## config.mk

```make
export PLATFORM = sky130hd
export DESIGN_NAME = cmb_pwm_pair
export DESIGN_NICKNAME = d
export VERILOG_FILES = /design/src/rtl/cmb_pwm_pkg.sv /design/src/rtl/cmb_pwm_counter.sv /design/src/rtl/cmb_pwm_flag.sv /design/src/rtl/cmb_pwm_edge.sv /design/src/rtl/cmb_pwm_pair.sv
export SDC_FILE = /design/constraint.sdc
export NUM_CORES = 1
export LEC_CHECK = 0
export ABC_CLOCK_PERIOD_IN_PS = 4470
export BUFFER_PORTS_ARGS = -buffer_cell sky130_fd_sc_hd__buf_2
export CORE_ASPECT_RATIO = 1.1
export CORE_MARGIN = 10
export CORE_UTILIZATION = 50
export DETAILED_ROUTE_END_ITERATION = 10
export PLACE_DENSITY = 0.83
export SKIP_CTS_REPAIR_TIMING = 1
export SLEW_MARGIN = 0
export SYNTH_ARGS = -nofsm -noshare
export SYNTH_HDL_FRONTEND = slang
export SYNTH_SLANG_ARGS = --single-unit
```

## constraint.sdc

```tcl
create_clock -name clk -period 4.47 [get_ports clk]
set_clock_uncertainty 0.1 [all_clocks]
set_input_delay 0.894 -clock clk [delete_from_list [all_inputs] [get_ports clk]]
set_output_delay 0.894 -clock clk [all_outputs]
set_load 0.005 [all_outputs]
```

## src/rtl/cmb_pwm_pkg.sv

```systemverilog
// Shared types and helpers for the paired-channel PWM generator.
// Assumes level-select encoding {high-true, low-true}.
package cmb_pwm_pkg;

    // Events decoded from the counter on one clock.
    typedef struct packed {
        logic at_start;
        logic hit_even;
        logic hit_odd;
    } pair_evt_t;

    // True when the level-select field drives the output.
    function automatic logic lvl_drives(input logic [1:0] lvl);
        return lvl != 2'b00;
    endfunction

    // Idle level taken at period start: high for low-true select.
    function automatic logic lvl_idle(input logic [1:0] lvl);
        return lvl[0];
    endfunction

endpackage

```

## src/rtl/cmb_pwm_counter.sv

```systemverilog
// Free-running up counter for the paired PWM.
// Counts from start to limit, then reloads start. A limit below the
// current value reloads on the next clock. Reset loads start.
module cmb_pwm_counter #(
    parameter int CNT_W = 16
) (
    input  logic             clk,
    input  logic             rst_n,
    input  logic [CNT_W-1:0] start_val,
    input  logic [CNT_W-1:0] limit_val,
    output logic [CNT_W-1:0] cnt
);
    logic [CNT_W-1:0] cnt_q;
    logic             wrap;

    // Decide whether this clock ends the period.
    always_comb begin
        wrap = (cnt_q >= limit_val);
    end

    // Advance or reload the counter.
    always_ff @(posedge clk) begin
        if (!rst_n)    cnt_q <= start_val;
        else if (wrap) cnt_q <= start_val;
        else           cnt_q <= cnt_q + 1'b1;
    end

    assign cnt = cnt_q;

    // Below the limit the counter must keep moving.
    p_cnt_moves_r2: assert property (@(posedge clk) disable iff (!rst_n)
        (cnt_q < limit_val) |=> (cnt_q != $past(cnt_q)));

endmodule

```

## src/rtl/cmb_pwm_flag.sv

```systemverilog
// Sticky match flag with a clear strobe and a gated interrupt request.
// Assumes a set on the same clock as a clear wins.
module cmb_pwm_flag (
    input  logic clk,
    input  logic rst_n,
    input  logic set_i,
    input  logic clr_i,
    input  logic irq_en,
    output logic flag,
    output logic irq
);
    logic flag_q;

    // Hold the flag until a clear that has no new match beside it.
    always_ff @(posedge clk) begin
        if (!rst_n) flag_q <= 1'b0;
        else        flag_q <= set_i | (flag_q & ~clr_i);
    end

    assign flag = flag_q;
    assign irq  = flag_q & irq_en;

    p_flag_sticky_r10: assert property (@(posedge clk) disable iff (!rst_n)
        (flag_q && !clr_i) |=> flag_q);
    p_set_beats_clr_r10: assert property (@(posedge clk) disable iff (!rst_n)
        set_i |=> flag_q);

endmodule

```

## src/rtl/cmb_pwm_edge.sv

```systemverilog
// Output shaper: turns the decoded events into the paired waveform.
// Priority among events on one count is odd match, then even match,
// then period start. Outside paired mode the output is held low.
module cmb_pwm_edge
    import cmb_pwm_pkg::*;
(
    input  logic      clk,
    input  logic      rst_n,
    input  logic      active,
    input  logic [1:0] lvl,
    input  pair_evt_t evt,
    output logic      pwm,
    output logic      oe
);
    logic pwm_q, pwm_d, oe_q;
    logic idle;

    // Compute the next output level from the events.
    always_comb begin
        idle  = lvl_idle(lvl);
        pwm_d = pwm_q;
        if (!active || !lvl_drives(lvl)) begin
            pwm_d = 1'b0;
        end else begin
            if (evt.at_start) pwm_d = idle;
            if (evt.hit_even) pwm_d = ~idle;
            if (evt.hit_odd)  pwm_d = idle;
        end
    end

    // Register the output and its enable.
    always_ff @(posedge clk) begin
        if (!rst_n) begin
            pwm_q <= 1'b0;
            oe_q  <= 1'b0;
        end else begin
            pwm_q <= pwm_d;
            oe_q  <= active && lvl_drives(lvl);
        end
    end

    assign pwm = pwm_q;
    assign oe  = oe_q;

    p_quiet_when_off_r1: assert property (@(posedge clk) disable iff (!rst_n)
        !active |=> (!pwm_q && !oe_q));
    p_rise_on_even_r6: assert property (@(posedge clk) disable iff (!rst_n)
        (active && lvl == 2'b10 && evt.hit_even && !evt.hit_odd) |=> pwm_q);
    p_fall_on_even_r7: assert property (@(posedge clk) disable iff (!rst_n)
        (active && lvl[0] && evt.hit_even && !evt.hit_odd) |=> !pwm_q);
    p_odd_wins_r11: assert property (@(posedge clk) disable iff (!rst_n)
        (active && lvl == 2'b10 && evt.hit_odd) |=> !pwm_q);
    p_no_drive_r9: assert property (@(posedge clk) disable iff (!rst_n)
        (lvl == 2'b00) |=> (!oe_q && !pwm_q));

endmodule

```

## src/rtl/cmb_pwm_pair.sv

```systemverilog
// Top of the paired-channel PWM generator. Decodes the mode, compares
// the counter with both channel values, and drives the shaper and the
// two match flags. Assumes all inputs are synchronous to clk.
module cmb_pwm_pair
    import cmb_pwm_pkg::*;
#(
    parameter int CNT_W = 16
) (
    input  logic             clk,
    input  logic             rst_n,
    input  logic             cfg_join,
    input  logic             cfg_multi,
    input  logic             cfg_cap_dual,
    input  logic             cfg_centre,
    input  logic [CNT_W-1:0] cnt_start,
    input  logic [CNT_W-1:0] cnt_limit,
    input  logic [CNT_W-1:0] cmp_even,
    input  logic [CNT_W-1:0] cmp_odd,
    input  logic [1:0]       lvl_even,
    input  logic [1:0]       lvl_odd,
    input  logic             irq_en_even,
    input  logic             irq_en_odd,
    input  logic             clr_even,
    input  logic             clr_odd,
    output logic             pwm_out,
    output logic             pwm_oe,
    output logic             flag_even,
    output logic             flag_odd,
    output logic             irq_even,
    output logic             irq_odd
);
    localparam int NCH = 2;

    logic [CNT_W-1:0] cnt;
    logic             active;
    pair_evt_t        evt;
    logic [NCH-1:0]   f_set, f_clr, f_ie, f_q, f_irq;
    logic [1:0]       lvl_unused;

    // Paired mode only with the join bit and no competing mode.
    always_comb begin
        active = cfg_join & ~cfg_multi & ~cfg_cap_dual & ~cfg_centre;
    end

    // Decode the counter events for this clock.
    always_comb begin
        evt.at_start = (cnt == cnt_start);
        evt.hit_even = (cnt == cmp_even);
        evt.hit_odd  = (cnt == cmp_odd);
    end

    // The odd level select plays no part in the paired waveform.
    assign lvl_unused = lvl_odd;

    cmb_pwm_counter #(.CNT_W(CNT_W)) i_counter (
        .clk       (clk),
        .rst_n     (rst_n),
        .start_val (cnt_start),
        .limit_val (cnt_limit),
        .cnt       (cnt)
    );

    cmb_pwm_edge i_edge (
        .clk    (clk),
        .rst_n  (rst_n),
        .active (active),
        .lvl    (lvl_even),
        .evt    (evt),
        .pwm    (pwm_out),
        .oe     (pwm_oe)
    );

    // Route the per-channel flag controls into arrays.
    always_comb begin
        f_set = {active & evt.hit_odd, active & evt.hit_even};
        f_clr = {clr_odd, clr_even};
        f_ie  = {irq_en_odd, irq_en_even};
    end

    for (genvar ch = 0; ch < NCH; ch++) begin : g_flag
        cmb_pwm_flag i_flag (
            .clk    (clk),
            .rst_n  (rst_n),
            .set_i  (f_set[ch]),
            .clr_i  (f_clr[ch]),
            .irq_en (f_ie[ch]),
            .flag   (f_q[ch]),
            .irq    (f_irq[ch])
        );
    end

    assign flag_even = f_q[0];
    assign flag_odd  = f_q[1];
    assign irq_even  = f_irq[0];
    assign irq_odd   = f_irq[1];

    p_even_flag_r4: assert property (@(posedge clk) disable iff (!rst_n)
        (active && cnt == cmp_even) |=> flag_even);
    p_odd_flag_r5: assert property (@(posedge clk) disable iff (!rst_n)
        (active && cnt == cmp_odd) |=> flag_odd);

endmodule

```

# == Yosys cells after proc, flatten, opt, wreduce, memory -nomap -nowiden ==
# Index checks and enable logic that the tools add are counted.
# totals
ff_bits,20
output_inout_bits,6
wordCells,40
# classes
n_addsub,1
magnitude_cmp,1
eq_ne,3
mux,5
bitwise,18
reduce_logical,7
# ops
cell,n
== test 16 bit,3
2-to-1 mux 16 bit,2
"adder 16 x 1 -> 16 bit, second input constant",1
greater-or-equal comparator 16 bit,1
bitwise AND 1 bit,9
NOT 1 bit,7
2-to-1 mux 1 bit,3
nonzero test 3 bit,1
logical NOT 1 bit,2
OR 1 bit,2
nonzero test 2 bit,1
OR reduction 2 bit,1
logical AND 1 bit,1
logical OR 1 bit,1

# == Longest topological paths before layout ==
# logic_depth
depth_word,7
ltp_mapped,10
ltp_nobuf,8

# == Hierarchy ==
# From an unflattened synthesis, not the netlist that was laid out.
# hier_totals
cells_unflattened,209
hier_area_um2,1946.9
# by_module_without_submodules
module,instances,cells_each,area_per_inst_um2,seq_area_each_um2
cmb_pwm_counter,1,125,1202.4,320.3
cmb_pwm_pair,1,66,548.0,0.0
cmb_pwm_edge,1,10,98.8,40.0
cmb_pwm_flag,2,4,48.8,20.0

# == Worst setup path after synthesis ==
# Ideal clock, no wire load.
# synth_path
path_kind,in2reg
start,input port cnt_limit[5]
end,register i_counter.cnt_q[10] (netlist: i_counter.cnt[10])
setup_ns,0.121
t_arrival_ns,2.678
required_ns,4.249
setup_slack_ns,1.570
stages,10
n_path_buf,2
path_cell_list,inv_1 ha_1 a21oi_2 nor2_1 a211oi_2 nor3_1 or4_1 buf_6 buf_12 mux2_4
# synth_between
elab_chain_cells,3
# synth_lines
element,line_no,rtl
"start, declared",cmb_pwm_pair.sv:16,"input logic [CNT_W-1:0] cnt_limit,"
greater-or-equal comparator 16 bit,cmb_pwm_counter.sv:18,wrap = (cnt_q >= limit_val);
2-to-1 mux 16 bit,cmb_pwm_counter.sv:24,else if (wrap) cnt_q <= start_val;
2-to-1 mux 16 bit,cmb_pwm_counter.sv:23,if (!rst_n) cnt_q <= start_val;
"end signal, assigned",cmb_pwm_counter.sv:23,
"end signal, assigned",cmb_pwm_counter.sv:24,
"end signal, assigned",cmb_pwm_counter.sv:25,else cnt_q <= cnt_q + 1'b1;
"end, declared",cmb_pwm_counter.sv:13,logic [CNT_W-1:0] cnt_q;
# No other way between the ends.
# A chain may end at the register's enable or synchronous reset.

# == Worst setup path after layout ==
# layout_path
start,input port cnt_limit[0]
end,register i_counter.cnt_q[0] (netlist: i_counter.cnt[0])
# The elaborated chain is that of the path after synthesis.

==> results.md <==
- The flow ran to the end, and the final reports show no timing, DRC or antenna violations.
- Of the total power, combinational logic draws 0.404.
- The first global-routing pass estimated around 9.0 mm of wire.
- In the global route stage, overall resource usage came out at 0.163.
- The root buffer cell is sky130_fd_sc_hd__clkbuf_8.
- The routed wirelength normalized by instance count is 16.1 um.
- The cell area after synthesis is approximately 0.002 mm2.
- Once detail routing completed, the nets flagged for antenna violations numbered 0.
- Traced cell by cell, the critical path runs through buf_2 -> ha_1 -> nand2b_1 -> a21o_1 -> nand3_1 -> a2111oi_0 -> or4_1 -> mux2_2.
- In this run the cell area measured after placement is roughly 0.0023 mm2.
- The aggregate global routing overflow is 0.
- For this run, design rule violations remaining after detail routing come to 0.
- The number of standard cells in the layout, taps in and fillers out is 344.
- The height of the die is between 80 and 90 um.
- The initial antenna violation count is 0.
- The slowest stage of the critical path belongs to the cell sky130_fd_sc_hd__or4_1.
- The count of fill cells added during filler insertion is between 300 and 400.
- At the end of routability-driven placement, the weighted congestion stood at between 0.8 and 0.9.
- For this design the top-level I/O count stands at 84.
- Dividing the synthesized area by the synthesized cell count gives between 8 and 9 um2.
- The worst min-delay path category is register to register.
- In this run, synthesis produced a sequential element count of 20.
- After detailed routing, the number of vias per cell comes to between 5 and 6.
- The detailed placement HPWL is around 4.7 mm.
- Dividing the final minimum period by the clock period gives 0.696.
- For this design the static power due to leakage is about 1.2 nW.
- The switching portion of total power is 0.365.
- The relative max-transition margin is 0.415.
- The core region is about 0.0037 mm2.
- STA puts the critical path data arrival time at between 3 and 4 ns.
- The via count of the routed design is between 1500 and 2000.
- In this run the number of H-tree levels came out at 1.
- The critical path is of the input port to register type.
- In this run the core area contains 23 standard-cell rows.
- The finished cells cover approximately 0.0024 mm2.
- The placed instance count is 340.
- Entering global routing, the biggest net connects 17 pins.
- The initial utilization of the core area, before any placement, comes to 0.525.
- Before antenna repair, the detailed router went through 4 iterations.
- The overall power after layout is 718 uW.
- The via count of the first global-routing pass came to ~1800.
- The number of nets in the synthesized netlist is roughly 320.
- The buffer and inverter count on the worst path is 1.
- The clock net in this run drives a total of 20 sinks.
- The die outline width is just under 80 um.
- Synthesis handed over a netlist of 224 instances.
- The sort of element at the start of the critical path is an input port.
- The number of antenna diodes in the final layout is 0.
- The shortest clock period the worst path allows after layout is 3.11 ns.
- The number of buffers between clock root and the deepest sink is 2.
- The reported net switching power is between 200 and 300 uW.
- Setup violations remaining at the end of the flow were counted as 0.
- At the end of the flow, the number of nets in the layout was 390.
- The detailed router's first-iteration violation count is about 120.
- The share of power burned in registers is 0.393.
- The worst voltage drop across the vdd grid is 0.166 mV.
- Once layout is complete, the utilization of the core stands at 0.644.
- The die covers just under 0.007 mm2.
- After clock tree synthesis, the clock-pin slew on the worst setup and hold paths is roughly 0.080 ns.
- In the final layout, the multi-input gates occupy around 0.0014 mm2.
- The cell area power density is 300 mW/mm2.
- The Yosys step of the flow raised 0 warnings.
- The count of final max-slew check failures is 0.
- The actual slew at the worst max-slew pin is ~0.9 ns.
- The library cell used most frequently in the layout, excluding fill and tap cells, is sky130_fd_sc_hd__buf_2.
- The top cell types in the final layout, fill and taps aside, are sky130_fd_sc_hd__buf_2, sky130_fd_sc_hd__xnor2_1, sky130_fd_sc_hd__xor2_1.
- In this design, the largest share of critical-path delay is due to simple AND/OR/NAND/NOR gates.
- Clock latency on the worst-skew pair, taken at its later pin, is 0.26 ns.
- TritonCTS built the clock tree.
- Buffers inserted during clock tree synthesis total 3.
- The final layout contains routed wiring with a total length of 5.55 mm.
- Of the cells placed in the final design, the portion with a size suffix greater than 1 is 0.347.
- Based on the critical path, the design can be clocked at up to 0.321 GHz.
- The sequential element share of the synthesized area is 0.206.
- The number of different library cells used by synthesis comes to 33.
- The register cell area after layout is ~400 um2.
- The hold violation total from the final report is 0.
- The number of violations of the max-capacitance limit is 0.
- The critical path capture point type is a register.
- The cell internal power dissipation is between 400 and 500 uW.
- STA puts the critical path data required time at about 4.5 ns.
- The port buffer count is between 80 and 90.
- Setup repair after global routing left no endpoint under its margin.
- In this run the worst path has a maximum fanout of 16.
- The largest single stage delay on the critical path is 0.76 ns.
- The total negative slack for setup checks is 0 ns.
- The share of power burned in the clock network is 0.203.
- From synthesis to final layout, the design area changed by 22.7%.
sequential cells by signal (all words and copies together) (netlist names):
| signal | flops |
|---|---|
| g_flag.i_flag.flag | 2 |
| i_counter.cnt | 16 |
| i_edge.oe | 1 |
| i_edge.pwm | 1 |
power groups by stage:
stage / combinational [mW] / clock, mW / sequential, mW
after floorplan: 0.271 / 0 / 0.227
after global placement: 0.279 / 0 / 0.283
after detailed placement: 0.289 / 0 / 0.286
after CTS: 0.291 / 0.146 / 0.281
after global routing: 0.323 / 0.157 / 0.288
final: 0.290 / 0.145 / 0.282
cell type report:
| cell class | instances | share of cell area |
|---|---|---|
| clock buffer | 4 | 0.0230 |
| inverter | 19 | 0.0298 |
| multi-input combinational | 170 | 0.584 |
| sequential | 20 | 0.167 |
| tap | 50 | 0.0262 |
| timing repair buffer | 81 | 0.170 |
Yosys cell counts (all sizes together):
library cell  instances  share of area
o21ai                 1         0.0026
o32ai                 1         0.0045
a21oi                 5          0.015
nor3                  2         0.0051
a21o                  2         0.0077
o22ai                 2         0.0064
nor4                  6          0.019
nor2                  9          0.017
nor2b                 1         0.0032
inv                  19          0.037
or4                   2         0.0077
a211oi                1         0.0064
xnor2                39           0.18
ha                   17           0.11
nand2b                1         0.0032
nand3                 4          0.010
xor2                 23           0.10
nor4b                 1         0.0045
mux2i                 1         0.0051
o31a                  1         0.0045
nand2                12          0.023
nand3b                1         0.0039
and2                  2         0.0064
and3                  5          0.016
clkbuf               13          0.025
mux2                 15           0.10
a2111oi               1         0.0045
dfxtp                20           0.21
buf                   2          0.016
nand4                15          0.048
routing by layer:
layer | global-route usage | routed length (um) | share of wire
met2 | 0.284 | 2920 | 0.53
met4 | 0.0440 | 42 | 0.0076
met3 | 0.0506 | 369 | 0.067
met1 | 0.184 | 2210 | 0.40
met5 | 0 | 0 | 0
stage by stage:
| stage | worst slack, ns | hold WS [ns] |
|---|---|---|
| floorplan | 1.57 | 0.378 |
| global placement | 1.14 | 0.376 |
| detailed placement | 1.13 | 0.378 |
| CTS | 1.40 | 0.392 |
| global route | 1.25 | 0.419 |
| finish | 1.36 | 0.391 |
cells by family after synthesis:
group | count (synthesis) | share of synthesized area
XOR/XNOR | 62 | 0.279
AND/OR/NAND/NOR | 61 | 0.168
adder cells (fa/ha/maj) | 17 | 0.109
buffers and inverters | 34 | 0.0777
AO/OA/AOI/OAI | 14 | 0.0514
flip-flops | 20 | 0.206
multiplexers | 16 | 0.109
path summary, 6_finish.rpt:
kind | end | depth (start not counted) | slack, ns | startpoint
worst max-delay path | i_counter.cnt[0] | 8 | 1.36 | cnt_limit[0]
worst min-delay path | g_flag[0].i_flag.flag | 2 | 0.39 | g_flag[0].i_flag.flag
worst max register to register | i_counter.cnt[0] | 8 | 1.47 | i_counter.cnt[0]
worst min register to register | g_flag[0].i_flag.flag | 2 | 0.39 | g_flag[0].i_flag.flag
worst min-delay path: cells and delay by family (launching register included):
family	cells	cell delay, ns
AO/OA/AOI/OAI	1	0.06
flip-flops	1	0.32
AND/OR/NAND/NOR	1	0.06
No activity file was read; power rests on OpenSTA's default activity.
